## src/rtl/sser_pkg.sv

```systemverilog
package sser_pkg;
  typedef enum logic {
    PH_RISE = 1'b0,
    PH_FALL = 1'b1
  } sck_phase_e;
endpackage

```

## src/rtl/sser_txhold.sv

```systemverilog
module sser_txhold #(
  parameter int W = 8
) (
  input  logic         clk,
  input  logic         rst_n,
  input  logic         lsb_first,
  input  logic         wr_valid,
  output logic         wr_ready,
  input  logic [W-1:0] wr_data,
  input  logic         take,
  output logic [W-1:0] hold_q,
  output logic         hold_full
);
  logic [W-1:0] wr_rev;

  // Store in shift order: LSB-first bytes are kept reversed.
  for (genvar i = 0; i < W; i++) begin : g_rev
    assign wr_rev[i] = wr_data[W-1-i];
  end

  assign wr_ready = ~hold_full;

  always_ff @(posedge clk) begin
    if (!rst_n) begin
      hold_q    <= '1;
      hold_full <= 1'b0;
    end else if (wr_valid && wr_ready) begin
      hold_q    <= lsb_first ? wr_rev : wr_data;
      hold_full <= 1'b1;
    end else if (take) begin
      hold_full <= 1'b0;
    end
  end
endmodule

```

## src/rtl/sser_shift.sv

```systemverilog
module sser_shift
  import sser_pkg::*;
#(
  parameter int W = 8
) (
  input  logic         clk,
  input  logic         rst_n,
  input  logic         tick,
  input  logic         hold_full,
  input  logic [W-1:0] hold_q,
  output logic         take,
  input  logic         sdi,
  output logic         sdo,
  output logic         sck,
  output logic         done,
  output logic [W-1:0] done_byte
);
  localparam int CW = (W > 2) ? $clog2(W) : 1;

  logic          busy;
  sck_phase_e    ph;
  logic [CW-1:0] cnt;
  logic [W-1:0]  sh;
  logic          samp;
  logic          last;
  logic          fall_edge;

  assign last      = (cnt == CW'(W - 1));
  assign fall_edge = busy && tick && (ph == PH_FALL);
  assign done      = fall_edge && last;
  assign done_byte = {sh[W-2:0], samp};
  assign take      = hold_full && (!busy || done);
  assign sdo       = sh[W-1];

  always_ff @(posedge clk) begin
    if (!rst_n) begin
      busy <= 1'b0;
      ph   <= PH_RISE;
      cnt  <= '0;
      sh   <= '0;
      samp <= 1'b0;
      sck  <= 1'b0;
    end else if (!busy) begin
      if (hold_full) begin
        sh   <= hold_q;
        busy <= 1'b1;
        cnt  <= '0;
        ph   <= PH_RISE;
      end
    end else if (tick) begin
      if (ph == PH_RISE) begin
        sck  <= 1'b1;
        samp <= sdi;
        ph   <= PH_FALL;
      end else begin
        sck <= 1'b0;
        ph  <= PH_RISE;
        if (last) begin
          cnt <= '0;
          if (hold_full) begin
            sh <= hold_q;
          end else begin
            busy <= 1'b0;
            sh   <= {sh[W-2:0], samp};
          end
        end else begin
          cnt <= cnt + 1'b1;
          sh  <= {sh[W-2:0], samp};
        end
      end
    end
  end
endmodule

```

## src/rtl/sser_rxbuf.sv

```systemverilog
module sser_rxbuf #(
  parameter int W = 8
) (
  input  logic         clk,
  input  logic         rst_n,
  input  logic         lsb_first,
  input  logic         done,
  input  logic [W-1:0] done_byte,
  output logic         rd_valid,
  input  logic         rd_ready,
  output logic [W-1:0] rd_data,
  output logic         ovr,
  input  logic         ovr_clr
);
  logic [W-1:0] byte_rev;
  logic         full_left;
  logic         deliver;
  logic         overrun_hit;

  for (genvar i = 0; i < W; i++) begin : g_rev
    assign byte_rev[i] = done_byte[W-1-i];
  end

  assign full_left   = rd_valid && !rd_ready;
  assign deliver     = done && !ovr && !full_left;
  assign overrun_hit = done && !ovr && full_left;

  always_ff @(posedge clk) begin
    if (!rst_n) begin
      rd_data  <= '1;
      rd_valid <= 1'b0;
      ovr      <= 1'b0;
    end else begin
      rd_valid <= deliver || full_left;
      ovr      <= overrun_hit || (ovr && !ovr_clr);
      if (deliver) rd_data <= lsb_first ? byte_rev : done_byte;
    end
  end
endmodule

```

## src/rtl/sser_dbuf_path.sv

```systemverilog
module sser_dbuf_path #(
  parameter int W = 8
) (
  input  logic         clk,
  input  logic         rst_n,
  input  logic         lsb_first,
  input  logic         tx_valid,
  output logic         tx_ready,
  input  logic [W-1:0] tx_data,
  output logic [W-1:0] tx_view,
  output logic         rx_valid,
  input  logic         rx_ready,
  output logic [W-1:0] rx_data,
  output logic         ovr_flag,
  input  logic         ovr_clr,
  input  logic         sck_tick,
  output logic         sck,
  output logic         sdo,
  input  logic         sdi
);
  logic         hold_full;
  logic         take;
  logic         done;
  logic [W-1:0] done_byte;

  sser_txhold #(.W(W)) u_txhold (
    .clk(clk), .rst_n(rst_n), .lsb_first(lsb_first),
    .wr_valid(tx_valid), .wr_ready(tx_ready), .wr_data(tx_data),
    .take(take), .hold_q(tx_view), .hold_full(hold_full)
  );

  sser_shift #(.W(W)) u_shift (
    .clk(clk), .rst_n(rst_n), .tick(sck_tick),
    .hold_full(hold_full), .hold_q(tx_view), .take(take),
    .sdi(sdi), .sdo(sdo), .sck(sck),
    .done(done), .done_byte(done_byte)
  );

  sser_rxbuf #(.W(W)) u_rxbuf (
    .clk(clk), .rst_n(rst_n), .lsb_first(lsb_first),
    .done(done), .done_byte(done_byte),
    .rd_valid(rx_valid), .rd_ready(rx_ready), .rd_data(rx_data),
    .ovr(ovr_flag), .ovr_clr(ovr_clr)
  );
endmodule

```

## config.mk

```make
export PLATFORM = sky130hd
export DESIGN_NAME = sser_dbuf_path
export DESIGN_NICKNAME = d
export VERILOG_FILES = /design/src/rtl/sser_pkg.sv /design/src/rtl/sser_txhold.sv /design/src/rtl/sser_shift.sv /design/src/rtl/sser_rxbuf.sv /design/src/rtl/sser_dbuf_path.sv
export SDC_FILE = /design/constraint.sdc
export NUM_CORES = 1
export LEC_CHECK = 0
export ABC_AREA = 1
export BUFFER_PORTS_ARGS = -buffer_cell sky130_fd_sc_hd__buf_2
export CORE_AREA = 3 3 63 65
export DETAILED_ROUTE_END_ITERATION = 8
export DIE_AREA = 0 0 66 68
export PLACE_DENSITY = 0.71
export SLEW_MARGIN = 20
export SYNTH_ARGS = -nofsm -noshare
export SYNTH_HDL_FRONTEND = slang
export SYNTH_SLANG_ARGS = --single-unit
```

## constraint.sdc

```tcl
create_clock -name clk -period 1.4 [get_ports clk]
set_clock_uncertainty 0.15 [all_clocks]
set_input_delay 0.21 -clock clk [delete_from_list [all_inputs] [get_ports clk]]
set_output_delay 0.21 -clock clk [all_outputs]
set_load 0.02 [all_outputs]
```

======== Word-level counts from Yosys, hierarchy flattened ========
Cells that the tools add are included.
storage, ports and cells
  word-level logic and storage cells ...... 65
  bits in registers ....................... 34
cells by class
  mux-type cells .......................... 24
  reduce and logical (&&, ||, !) cells .... 24
  equality and inequality tests ........... 3
  $add $sub $neg .......................... 1
  bitwise operators ....................... 2
operators by type and width
  cell                 number
  $mux 8               8
  $mux 3               5
  $mux 1               11
  $logic_and 1x1->1    10
  $reduce_and 3->1     2
  $logic_not 1->1      5
  $ne 2x2->1 const B   2
  $reduce_and 2->1     2
  $reduce_bool 2->1    2
  $add 3x1->3 const B  1
  $eq 3x3->1 const B   1
  $logic_or 1x1->1     3
  $not 1->1            2

======== Longest topological paths before layout ========
Gate-level depths: netlist of run 1.
  word-level depth ........................ 7
  gate-level depth with buffers ........... 9
  gate-level depth less buffers ........... 9

======== Modules after synthesis ========
A second synthesis of run 1 with hierarchy kept.
unflattened totals
  cell total of the unflattened synthesis .. 260
  area, all modules ....................... 1783.0 um^2
modules (own cells, without submodules)
  module       times used  cells an instance  area each (um^2)
  sser_shift   1           119                859.6
  sser_rxbuf   1           75                 485.5
  sser_txhold  1           66                 437.9

======== Worst setup path after synthesis of run 1 ========
OpenSTA, ideal clock, no wires.
  path kind ............................... reg2reg
  start point ............................. register u_shift.cnt[0]
  end point ............................... register u_shift.sh[0]
  arrival ................................. 1.194 ns
  period minus slack after synthesis ...... 1.414 ns
  buffers on the path ..................... 0
  setup slack ............................. -0.014 ns
  library setup time ...................... 0.070 ns
  stages on the path, launching flop included .. 8
  path through ............................ dfxtp_1 > ha_1 > ha_1 > nand2_2 > nand2_1 > nand2_1 > nand2_1 > a21oi_1
on the way
  cells in the longest elaborated chain, start to end .. 5
RTL lines
  element                 RTL line          RTL
  from (decl)             sser_shift.sv:22  logic [CW-1:0] cnt;
  from (signal assigned)  sser_shift.sv:67  cnt <= cnt + 1'b1;
  $eq 3x3->1              sser_shift.sv:28  assign last = (cnt == CW'(W - 1));
  $mux 8                  sser_shift.sv:58  if (last) begin
  $mux 8                  sser_shift.sv:51  if (ph == PH_RISE) begin
  $mux 8                  sser_shift.sv:50  end else if (tick) begin
  $mux 8                  sser_shift.sv:43  end else if (!busy) begin
  to (signal assigned)    sser_shift.sv:45  sh <= hold_q;
  to (signal assigned)    sser_shift.sv:61  sh <= hold_q;
  to (signal assigned)    sser_shift.sv:64  sh <= {sh[W-2:0], samp};
  to (decl)               sser_shift.sv:23  logic [W-1:0] sh;
No other way between the ends. The select of a mux whose other input is x is not followed.
A chain may end at the register's enable or synchronous reset.

======== Final worst setup path of run 1 ========
  start point ............................. register u_shift.cnt[0]
  end point ............................... register u_shift.cnt[0]
on the way
  cells in the longest elaborated chain, start to end .. 5
RTL lines
  element                                           RTL line
  $add 3x1->3 / $eq 3x3->1 (equally long branches)  sser_shift.sv:67, sser_shift.sv:28
  $mux 3 (*)                                        sser_shift.sv:58
  $mux 3 (*)                                        sser_shift.sv:51
  $mux 3 (*)                                        sser_shift.sv:50
  $mux 3 (*)                                        sser_shift.sv:43
Mark *: on every way between the ends. The rest lies on a longest branch, timed or not. The select of a mux whose other input is x is not followed.

==> flow_metrics.env, run 1 <==
export IMPL_worstReg2RegStart="u_shift.cnt[0]"
export IMPL_viasPerCell=4.98
export IMPL_timing_fmax_mhz=728
export IMPL_setup_tns_ps=0
export IMPL_critPathRequiredTime_ps=1520
export IMPL_synth_top_cell_area_share=0.412
export IMPL_cts_tree="built"
export IMPL_ys_seq_area_frac=0.412
export IMPL_drt_pass1_iter_count=4
export IMPL_synthFlopType="dfxtp_1"
export IMPL_p_leak_nw=1.05
export IMPL_grt_max_degree=33
export IMPL_yosysUniqueCellTypes=17
export IMPL_cpMostUsedCell="nand2_1"
export IMPL_antenna_cells=0
export IMPL_synth_ff_latch_count=34
export IMPL_dp_slack_ps=-110
export IMPL_cts_made_buffers=5
export IMPL_async_reset_ff_frac=0
export IMPL_rows=21
export IMPL_post_synth_cell_area_avg_um2=6.88
export IMPL_routedWlPerCell_um=10.9
export IMPL_nNetsFinal=305
export IMPL_grt_pass1_vias=1443
export IMPL_ys_warn_count=0
export IMPL_path_delay_family="flip-flops"
export IMPL_worstPathCellList="ha_4 -> ha_4 -> buf_4 -> nor2_4 -> nand2_1 -> nand2_1 -> nand2_1 -> nor2_1"
export IMPL_cp_end_kind="flip-flop"
export IMPL_io_buffer_count=36
export IMPL_setup_ws_ps=25.6
export IMPL_first_iter_violations=50
export IMPL_synth_top_cell_by_area="dfxtp_1"
export IMPL_coreArea_um2=3390
export IMPL_drive_gt1_frac=0.272
export IMPL_drc=0
export IMPL_synth_nets=258
export IMPL_cp_startpoint="u_shift.cnt[0]"
export IMPL_rsz0062_at_grt="true"
export IMPL_antenna_found_initial=0
export IMPL_r2r_end="u_shift.cnt[0]"
export IMPL_maxSlewHeadroom=0.701
export IMPL_cp_max_fo=3
export IMPL_cp_start_kind="flip-flop"
export IMPL_slew_viol_final=0
export IMPL_finalSetupViolations=0
export IMPL_initial_core_util=0.487
export IMPL_die_w_um=66
export IMPL_p_per_area_nw_per_um2=906
export IMPL_cts_sinks=34
export IMPL_synth_edff_count=0
export IMPL_place_gp_congestion=0.890
export IMPL_ys_top_cells_by_count="nand2_1 (65), nand3_1 (38), dfxtp_1 (34), inv_1 (32), a21oi_1 (14)"
export IMPL_critical_path_slowest_cell="dfxtp_2"
export IMPL_grt_pass1_wl_um=6270
export IMPL_postSynthCellCount=240
export IMPL_cap_violations=0
export IMPL_vias=1659
export IMPL_holdCritPathClass="primary input to flip-flop"
export IMPL_root_buffer="clkbuf_4"
export IMPL_cp_num_buf_inv=1
export IMPL_critical_path_arrival_ps=1490
export IMPL_regToRegSetupSlack_ps=30
export IMPL_ir_worst_vdd_uv=554
export IMPL_worst_path_stages=8
export IMPL_timing_critical_path_to="u_shift.cnt[0]"
export IMPL_ctsHtreeMaxLevel=2
export IMPL_dp_hpwl_um=2620
export IMPL_io_pins=37
export IMPL_r2r_cells=8
export IMPL_die_area_um2=4490
export IMPL_dieHeight_um=68
export IMPL_period_needed_ps=1370
export IMPL_worstSetupPathType="flip-flop to flip-flop"
export IMPL_period_share=0.982
export IMPL_grt_overflow=0
export IMPL_drt_wl_total_um=3630
export IMPL_dpl_cell_area_um2=1930
export IMPL_clk_path_buf_depth=2
export IMPL_synth_most_common_cell="nand2_1"
export IMPL_ant_nets=0
export IMPL_ys_top_cells_by_area="dfxtp_1 (41%), nand2_1 (15%), nand3_1 (12%), inv_1 (7.3%), o211ai_1 (5.5%)"
export IMPL_insertion_delay_ps=330
export IMPL_synth_area_um2=1650
export IMPL_worstMarginPinSlew_ps=448
export IMPL_slowest_delay_ps=350
export IMPL_syn_to_final_growth_pct=28.1
export IMPL_hold_ws_ps=12.9
export IMPL_stdcell_area_um2=2110
export IMPL_clkTransAtPathRegs_ps=90
export IMPL_hold_violations=0
export IMPL_grt_usage=0.182
export IMPL_status="finished, final reports clean"
export IMPL_hold_depth=3
==> worst reg2reg max path, delay by kind of cell (launching register included) <==
family | cells | cell delay, ps
buffers and inverters | 1 | 140
adder cells (fa/ha/maj) | 2 | 330
flip-flops | 1 | 350
AND/OR/NAND/NOR | 5 | 340
==> power by group <==
| part | internal [mW] | switching, mW |
|---|---|---|
| Sequential | 1.02 | 0.0356 |
| Combinational | 0.145 | 0.220 |
| Clock | 0.189 | 0.305 |
==> metrics by stage <==
| stage | utilization | power, mW | cells |
|---|---|---|---|
| 6_report | 0.623 | 1.91 | 333 |
| 2_1_floorplan | - | 1.31 | 240 |
| 3_5_place_dp | 0.569 | 1.42 | 321 |
| 5_1_grt | 0.623 | 2.02 | 333 |
| 3_3_place_gp | 0.569 | 1.41 | 321 |
| 4_1_cts | 0.603 | 1.91 | 332 |
==> worst min path at each step <==
stage | startpoint | endpoint | slack, ps
after global routing | tx_data[6] | u_txhold.hold_q[6] | 10
after detailed placement | sdi | u_shift.samp | 290
after CTS | tx_data[6] | u_txhold.hold_q[6] | 7
after global placement | sdi | u_shift.samp | 280
final | tx_data[6] | u_txhold.hold_q[6] | 10
after floorplan | sdi | u_shift.samp | 190
==> registers in the layout, indices dropped and copies added, names as in the netlist <==
signal and count:
u_rxbuf.rd_data 8, u_shift.sh 8, u_txhold.hold_q 8, u_shift.cnt 3
u_rxbuf.ovr 1, u_rxbuf.rd_valid 1, u_shift.busy 1, u_shift.ph 1
u_shift.samp 1, u_shift.sck 1, u_txhold.hold_full 1
==> cell families (layout without fill, tap and decap cells) <==
kind of cell    after synthesis  count (layout)  synth area share
flops                        34              34             0.412
buf+inv                      44              91             0.112
compound gates               39              39             0.136
fa+ha+maj                     2               2            0.0152
simple gates                121             121             0.324
==> cell type report <==
cell class / instances / area (µm²)
multi-input combinational: 162 / 861
fill: 320 / 1280
sequential: 34 / 688
tap: 46 / 57.6
clock buffer: 7 / 45.0
inverter: 33 / 126
timing repair buffer: 51 / 335
==> cells in the final DEF (no fill, tap or decap), types with 2 or more instances in the layout <==
cell type,n
ha_4,2
nor2_1,6
buf_12,2
o211ai_1,12
nor2_2,4
inv_1,31
nand2_4,3
clkbuf_1,2
buf_6,2
o21ai_0,13
a21oi_2,3
buf_2,36
nand2_2,4
nand3_1,38
dfxtp_2,3
buf_4,7
dfxtp_1,30
dlygate4sd3_1,4
a21oi_1,11
nand2_1,62
clkbuf_4,5
==> metal layers <==
metal  track usage  part of all wire  vias up  routed length (µm)
li1              -                 -      872                   -
met1         0.230              0.46      738                1690
met2         0.293              0.47       44                1700
met3        0.0427             0.054        5                 197
met4        0.0914             0.013        0                  48
met5             0                 0        -                   0
==> repair_timing <==
action | in CTS | in global routing
hold endpoints to repair | 4 | 0
pin swaps | 1 | 4
gates resized for setup | 9 | 16
buffers inserted | 0 | 1
cloned | 0 | 0
hold buffers | 4 | 0
endpoints found under the setup margin | 18 | 21
Power figures use the tool's default switching activity.
==> inputs of run 2 (changes only) <==
--- a/config.mk
+++ b/config.mk
@@ -5,11 +5,12 @@
 export SDC_FILE = /design/constraint.sdc
 export NUM_CORES = 1
 export LEC_CHECK = 0
-export ABC_AREA = 1
 export BUFFER_PORTS_ARGS = -buffer_cell sky130_fd_sc_hd__buf_2
 export CORE_AREA = 3 3 63 65
+export CTS_BUF_LIST = sky130_fd_sc_hd__clkbuf_8 sky130_fd_sc_hd__clkbuf_16
 export DETAILED_ROUTE_END_ITERATION = 8
 export DIE_AREA = 0 0 66 68
+export GPL_TIMING_DRIVEN = 0
 export PLACE_DENSITY = 0.71
 export SLEW_MARGIN = 20
 export SYNTH_ARGS = -nofsm -noshare
==> flow_metrics.env, run 2 <==
export IMPL_status="finished, violations left"
export IMPL_violations="setup timing"
export IMPL_dp_slack_ps=-487
export IMPL_period_share=1.26
export IMPL_cp_start_kind="flip-flop"
export IMPL_maxSlewHeadroom=0.703
export IMPL_finalSetupViolations=19
export IMPL_seqPwrFrac=0.525
export IMPL_rsz0062_at_grt="true"
export IMPL_ys_seq_area_frac=0.417
export IMPL_drt_pass1_iter_count=4
export IMPL_period_needed_ps=1770
export IMPL_dieHeight_um=68
export IMPL_finalPower_mw=2.01
export IMPL_cp_num_buf_inv=0
export IMPL_hold_ws_ps=49.6
export IMPL_antenna_found_initial=0
export IMPL_cts_tree="built"
export IMPL_p_per_area_nw_per_um2=985
export IMPL_final_cell_mix="buf_2 (37), nand2_1 (37), dfxtp_1 (32)"
export IMPL_grt_pass1_vias=1300
export IMPL_worstPathCellList="ha_4 -> ha_4 -> nand3b_1 -> or3b_4 -> mux2_4"
export IMPL_synth_ff_latch_count=34
export IMPL_cts_made_buffers=5
export IMPL_critical_path_arrival_ps=1790
export IMPL_cts_hold_buf=0
export IMPL_yosysUniqueCellTypes=27
export IMPL_insertion_delay_ps=280
export IMPL_hold_violations=0
export IMPL_ir_worst_vdd_uv=658
export IMPL_routedWlPerCell_um=12.5
export IMPL_synth_top_cell_by_area="dfxtp_1"
export IMPL_nFillCells=301
export IMPL_ys_warn_count=0
export IMPL_io_buffer_count=35
export IMPL_ys_top_cells_by_count="nand2_1 (37), dfxtp_1 (34), mux2i_1 (17), nand2b_1 (11)"
export IMPL_nNetsFinal=239
export IMPL_io_pins=37
export IMPL_drive_gt1_frac=0.317
export IMPL_synth_most_common_cell="nand2_1"
export IMPL_p_leak_nw=0.938
export IMPL_root_buffer="clkbuf_8"
export IMPL_viasPerCell=5.07
export IMPL_cpMostUsedCell="ha_4"
export IMPL_timing_fmax_mhz=565
export IMPL_ctsHtreeMaxLevel=2
export IMPL_internal_power_mw=1.47
export IMPL_holdCritPathClass="primary input to flip-flop"
export IMPL_critPathRequiredTime_ps=1420
export IMPL_first_iter_violations=42
export IMPL_synth_top_cell_area_share=0.417
export IMPL_async_reset_ff_frac=0
export IMPL_slowest_delay_ps=480
export IMPL_cp_end_kind="flip-flop"
export IMPL_p_sw_frac=0.270
export IMPL_clkTransAtPathRegs_ps=60
export IMPL_grt_pass1_wl_um=5950
export IMPL_die_area_um2=4490
export IMPL_grt_max_degree=18
export IMPL_pwr_share_comb=0.147
export IMPL_vias=1354
export IMPL_coreArea_um2=3390
export IMPL_clk_path_buf_depth=2
export IMPL_worstMarginPinSlew_ps=445
export IMPL_grt_overflow=0
export IMPL_top_regs="u_rxbuf.rd_data: 8 flops, u_shift.sh: 8 flops, u_txhold.hold_q: 8 flops"
export IMPL_cts_sinks=34
export IMPL_critical_path_slowest_cell="or3b_4"
export IMPL_dp_cells=259
export IMPL_place_gp_congestion=0.797
export IMPL_path_delay_family="simple AND/OR/NAND/NOR gates"
export IMPL_ant_nets=0
export IMPL_post_synth_cell_area_avg_um2=9.18
export IMPL_worstSetupPathType="flip-flop to flip-flop"
export IMPL_rows=21
export IMPL_initial_core_util=0.482
export IMPL_slew_viol_final=0
export IMPL_synth_nets=196
export IMPL_cp_max_fo=8
export IMPL_fin_cells=267
export IMPL_fin_util=0.602
export IMPL_p_sw_mw=0.543
export IMPL_antenna_cells=0
export IMPL_synth_area_um2=1630
export IMPL_drc=0
export IMPL_synthFlopType="dfxtp_1"
export IMPL_postSynthCellCount=178
export IMPL_drt_wl_total_um=3350
export IMPL_synth_edff_count=0
export IMPL_syn_to_final_growth_pct=24.9
export IMPL_dp_hpwl_um=2430
export IMPL_clockPowerShare=0.328
export IMPL_ys_top_cells_by_area="dfxtp_1 (42%), mux2i_1 (10%), nand2_1 (8.5%), mux2_4 (7.4%), nand2b_1 (4.2%)"
export IMPL_grt_usage=0.173
export IMPL_die_w_um=66
export IMPL_setup_ws_ps=-369
export IMPL_cap_violations=0
## run 2: changes by cell type after synthesis, sizes merged, moves of 10 or more
cell	delta
nand2	-32
nand3	-32
inv	-31
mux2i	+17
a21oi	-13
o21ai	-12
nand2b	+11
nor2	-10
## run 2: layer usage
metal,track usage,wire [µm]
met5,0,0
met4,0.0457,36
met3,0.0542,196
met2,0.283,1480
met1,0.221,1640
## run 2: power groups by stage
stage	Combinational (mW)	Sequential (mW)	Clock, mW
after global placement	0.281	1.07	0
after global routing	0.336	1.06	0.704
after floorplan	0.173	1.09	0
after detailed placement	0.286	1.07	0
after CTS	0.291	1.05	0.672
final	0.296	1.05	0.659
## run 2: kinds of logic after synthesis
family                   synth area share
AND/OR/NAND/NOR                     0.191
adder cells (fa/ha/maj)            0.0153
flip-flops                          0.417
AO/OA/AOI/OAI                       0.154
multiplexers                        0.178
buffers and inverters              0.0452
## run 2: area by class of cell
cell class,count,area (µm²),share of cell area
Timing Repair Buffer,40,216,0.106
Sequential cell,34,683,0.335
Clock inverter,2,7.51,0.00368
Tap cell,46,57.6,0.0282
Multi-Input combinational cell,128,947,0.464
Buffer,10,52.6,0.0258
Inverter,2,7.51,0.00368
Clock buffer,5,68.8,0.0337
## run 2: stage by stage
step / setup TNS [ps] / area, µm²
3_5_place_dp: -7350 / 1900
4_1_cts: -5950 / 2050
2_1_floorplan: -3380 / 1660
3_3_place_gp: -7560 / 1900
5_1_grt: -5800 / 2040
6_report: -4580 / 2040
## run 2: path summary, 6_finish.rpt
check | startpoint | to | slack [ps] | cells after the start
max | u_shift.cnt[1] | u_rxbuf.rd_data[7] | -370 | 5
min | sdi | u_shift.samp | 50 | 3
max reg2reg | u_shift.cnt[1] | u_rxbuf.rd_data[7] | -370 | 5
min reg2reg | u_shift.sck | u_shift.sck | 310 | 2
## run 2: worst min-delay path: stages
cell	delay, ps
buf_2	90
mux2i_1	60
nor2b_1	90
## run 2: repair_timing
action,CTS,global route
pin swaps,16,17
endpoints found under the setup margin,26,32
endpoints found under the hold margin,0,0
resized for setup,14,8
setup buffers,7,2
==> inputs of run 3 (changes only) <==
--- a/config.mk
+++ b/config.mk
@@ -10,9 +10,11 @@
 export CTS_BUF_LIST = sky130_fd_sc_hd__clkbuf_8 sky130_fd_sc_hd__clkbuf_16
 export DETAILED_ROUTE_END_ITERATION = 8
 export DIE_AREA = 0 0 66 68
+export GPL_ROUTABILITY_DRIVEN = 0
 export GPL_TIMING_DRIVEN = 0
 export PLACE_DENSITY = 0.71
 export SLEW_MARGIN = 20
 export SYNTH_ARGS = -nofsm -noshare
 export SYNTH_HDL_FRONTEND = slang
 export SYNTH_SLANG_ARGS = --single-unit
+export TNS_END_PERCENT = 5
==> flow_metrics.env, run 3 (synthesized netlist as in run 2, its figures left out) <==
export IMPL_antenna_found_initial=0
export IMPL_critPathRequiredTime_ps=1420
export IMPL_path_delay_family="simple AND/OR/NAND/NOR gates"
export IMPL_cts_made_buffers=5
export IMPL_cp_startpoint="u_shift.cnt[0]"
export IMPL_clockPowerShare=0.380
export IMPL_holdCritPathClass="primary input to flip-flop"
export IMPL_cap_violations=0
export IMPL_io_buffer_count=35
export IMPL_p_sw_mw=0.542
export IMPL_finalPower_mw=2.18
export IMPL_slew_viol_final=0
export IMPL_initial_core_util=0.482
export IMPL_cts_sinks=34
export IMPL_antenna_cells=0
export IMPL_fin_cells=272
export IMPL_pwr_share_comb=0.138
export IMPL_hold_ws_ps=103
export IMPL_insertion_delay_ps=280
export IMPL_maxSlewHeadroom=0.710
export IMPL_viasPerCell=5.04
export IMPL_cts_hold_buf=0
export IMPL_nNetsFinal=243
export IMPL_ant_nets=0
export IMPL_root_buffer="clkbuf_8"
export IMPL_drt_pass1_iter_count=4
export IMPL_cts_tree="built"
export IMPL_critical_path_arrival_ps=1790
export IMPL_worstPathCellList="ha_4 -> ha_4 -> nand3b_1 -> or3b_4 -> mux2_4"
export IMPL_clk_path_buf_depth=2
export IMPL_final_cell_mix="buf_2 (37), nand2_1 (37), dfxtp_1 (32)"
export IMPL_dp_cells=259
export IMPL_period_share=1.27
export IMPL_cp_max_fo=8
export IMPL_timing_fmax_mhz=563
export IMPL_drt_wl_total_um=3420
export IMPL_nFillCells=290
export IMPL_vias=1372
export IMPL_setup_ws_ps=-375
export IMPL_drc=0
export IMPL_status="finished, violations left"
export IMPL_syn_to_final_growth_pct=28.3
export IMPL_seqPwrFrac=0.482
export IMPL_dpl_cell_area_um2=1890
export IMPL_first_iter_violations=40
export IMPL_rows=21
export IMPL_p_per_area_nw_per_um2=1040
export IMPL_hold_violations=0
export IMPL_cpMostUsedCell="ha_4"
export IMPL_grt_pass1_vias=1332
export IMPL_grt_overflow=0
export IMPL_regToRegSetupSlack_ps=-380
export IMPL_finalSetupViolations=21
export IMPL_cp_start_kind="flip-flop"
export IMPL_die_w_um=66
export IMPL_dp_slack_ps=-485
export IMPL_cp_num_buf_inv=0
export IMPL_clkTransAtPathRegs_ps=60
export IMPL_drive_gt1_frac=0.327
export IMPL_dp_hpwl_um=2440
export IMPL_stdcell_area_um2=2100
export IMPL_worstMarginPinSlew_ps=435
export IMPL_die_area_um2=4490
export IMPL_grt_pass1_wl_um=5860
export IMPL_internal_power_mw=1.64
export IMPL_ir_worst_vdd_uv=750
export IMPL_dieHeight_um=68
export IMPL_worstReg2RegStart="u_shift.cnt[0]"
export IMPL_rsz0062_at_grt="true"
export IMPL_worstHoldStart="tx_data[3]"
export IMPL_fin_util=0.619
export IMPL_grt_max_degree=11
export IMPL_grt_usage=0.168
export IMPL_period_needed_ps=1780
export IMPL_top_regs="u_rxbuf.rd_data: 8 flops, u_shift.sh: 8 flops, u_txhold.hold_q: 8 flops"
export IMPL_critical_path_slowest_cell="or3b_4"
export IMPL_coreArea_um2=3390
export IMPL_io_pins=37
export IMPL_slowest_delay_ps=480
export IMPL_p_sw_frac=0.248
export IMPL_ctsHtreeMaxLevel=2
export IMPL_setup_tns_ps=-5570
export IMPL_p_leak_nw=0.963
export IMPL_cp_end_kind="flip-flop"
export IMPL_routedWlPerCell_um=12.6
export IMPL_worstSetupPathType="flip-flop to flip-flop"
export IMPL_violations="setup timing"
[run 3: cell types whose count changed in the layout (fill, tap and decap cells not counted), sizes merged]
cell	previous run	this run
clkbuf	12	13
inv	4	2
buf	43	49
[run 3: worst paths after layout]
| kind | end | depth (start not counted) |
|---|---|---|
| worst max-delay path | u_rxbuf.rd_data[4] | 5 |
| worst min-delay path | u_txhold.hold_q[3] | 3 |
| worst min register to register | u_shift.sck | 2 |
| worst max register to register | u_rxbuf.rd_data[4] | 5 |
[run 3: area by class of cell]
cell class / instances / area (µm²) / share of cell area
plain buffers: 13 / 88.8 / 0.0424
clock buffers: 8 / 110 / 0.0525
inverters: 2 / 7.51 / 0.00358
multi-input cells: 128 / 922 / 0.440
flip-flops and latches: 34 / 683 / 0.326
well taps: 46 / 57.6 / 0.0274
repair buffers: 41 / 228 / 0.109
[run 3: timing repair]
action	CTS	global route
setup buffers	6	0
resized for setup	15	12
pin swaps	6	3
setup endpoints to repair	25	31
endpoints found under the hold margin	0	0
[run 3: worst register-to-register path, stage by stage (launching register included)]
cell and delay (ps):
dfxtp_2 350, ha_4 140, ha_4 130, nand3b_1 90
or3b_4 480, mux2_4 320
[run 3: per-layer routing]
layer	vias up	part of all wire	track usage
li1	724	-	-
met4	0	0.0091	0.0533
met1	616	0.48	0.214
met3	4	0.051	0.0394
met2	28	0.46	0.283
met5	-	0	0
[run 3: power groups by stage]
stage               sequential (mW)  clock (mW)  combinational [mW]
floorplan                      1.09           0               0.172
global placement               1.07           0               0.281
detailed placement             1.07           0               0.285
CTS                            1.05       0.855               0.295
global route                   1.06       0.886               0.339
finish                         1.05       0.829               0.302
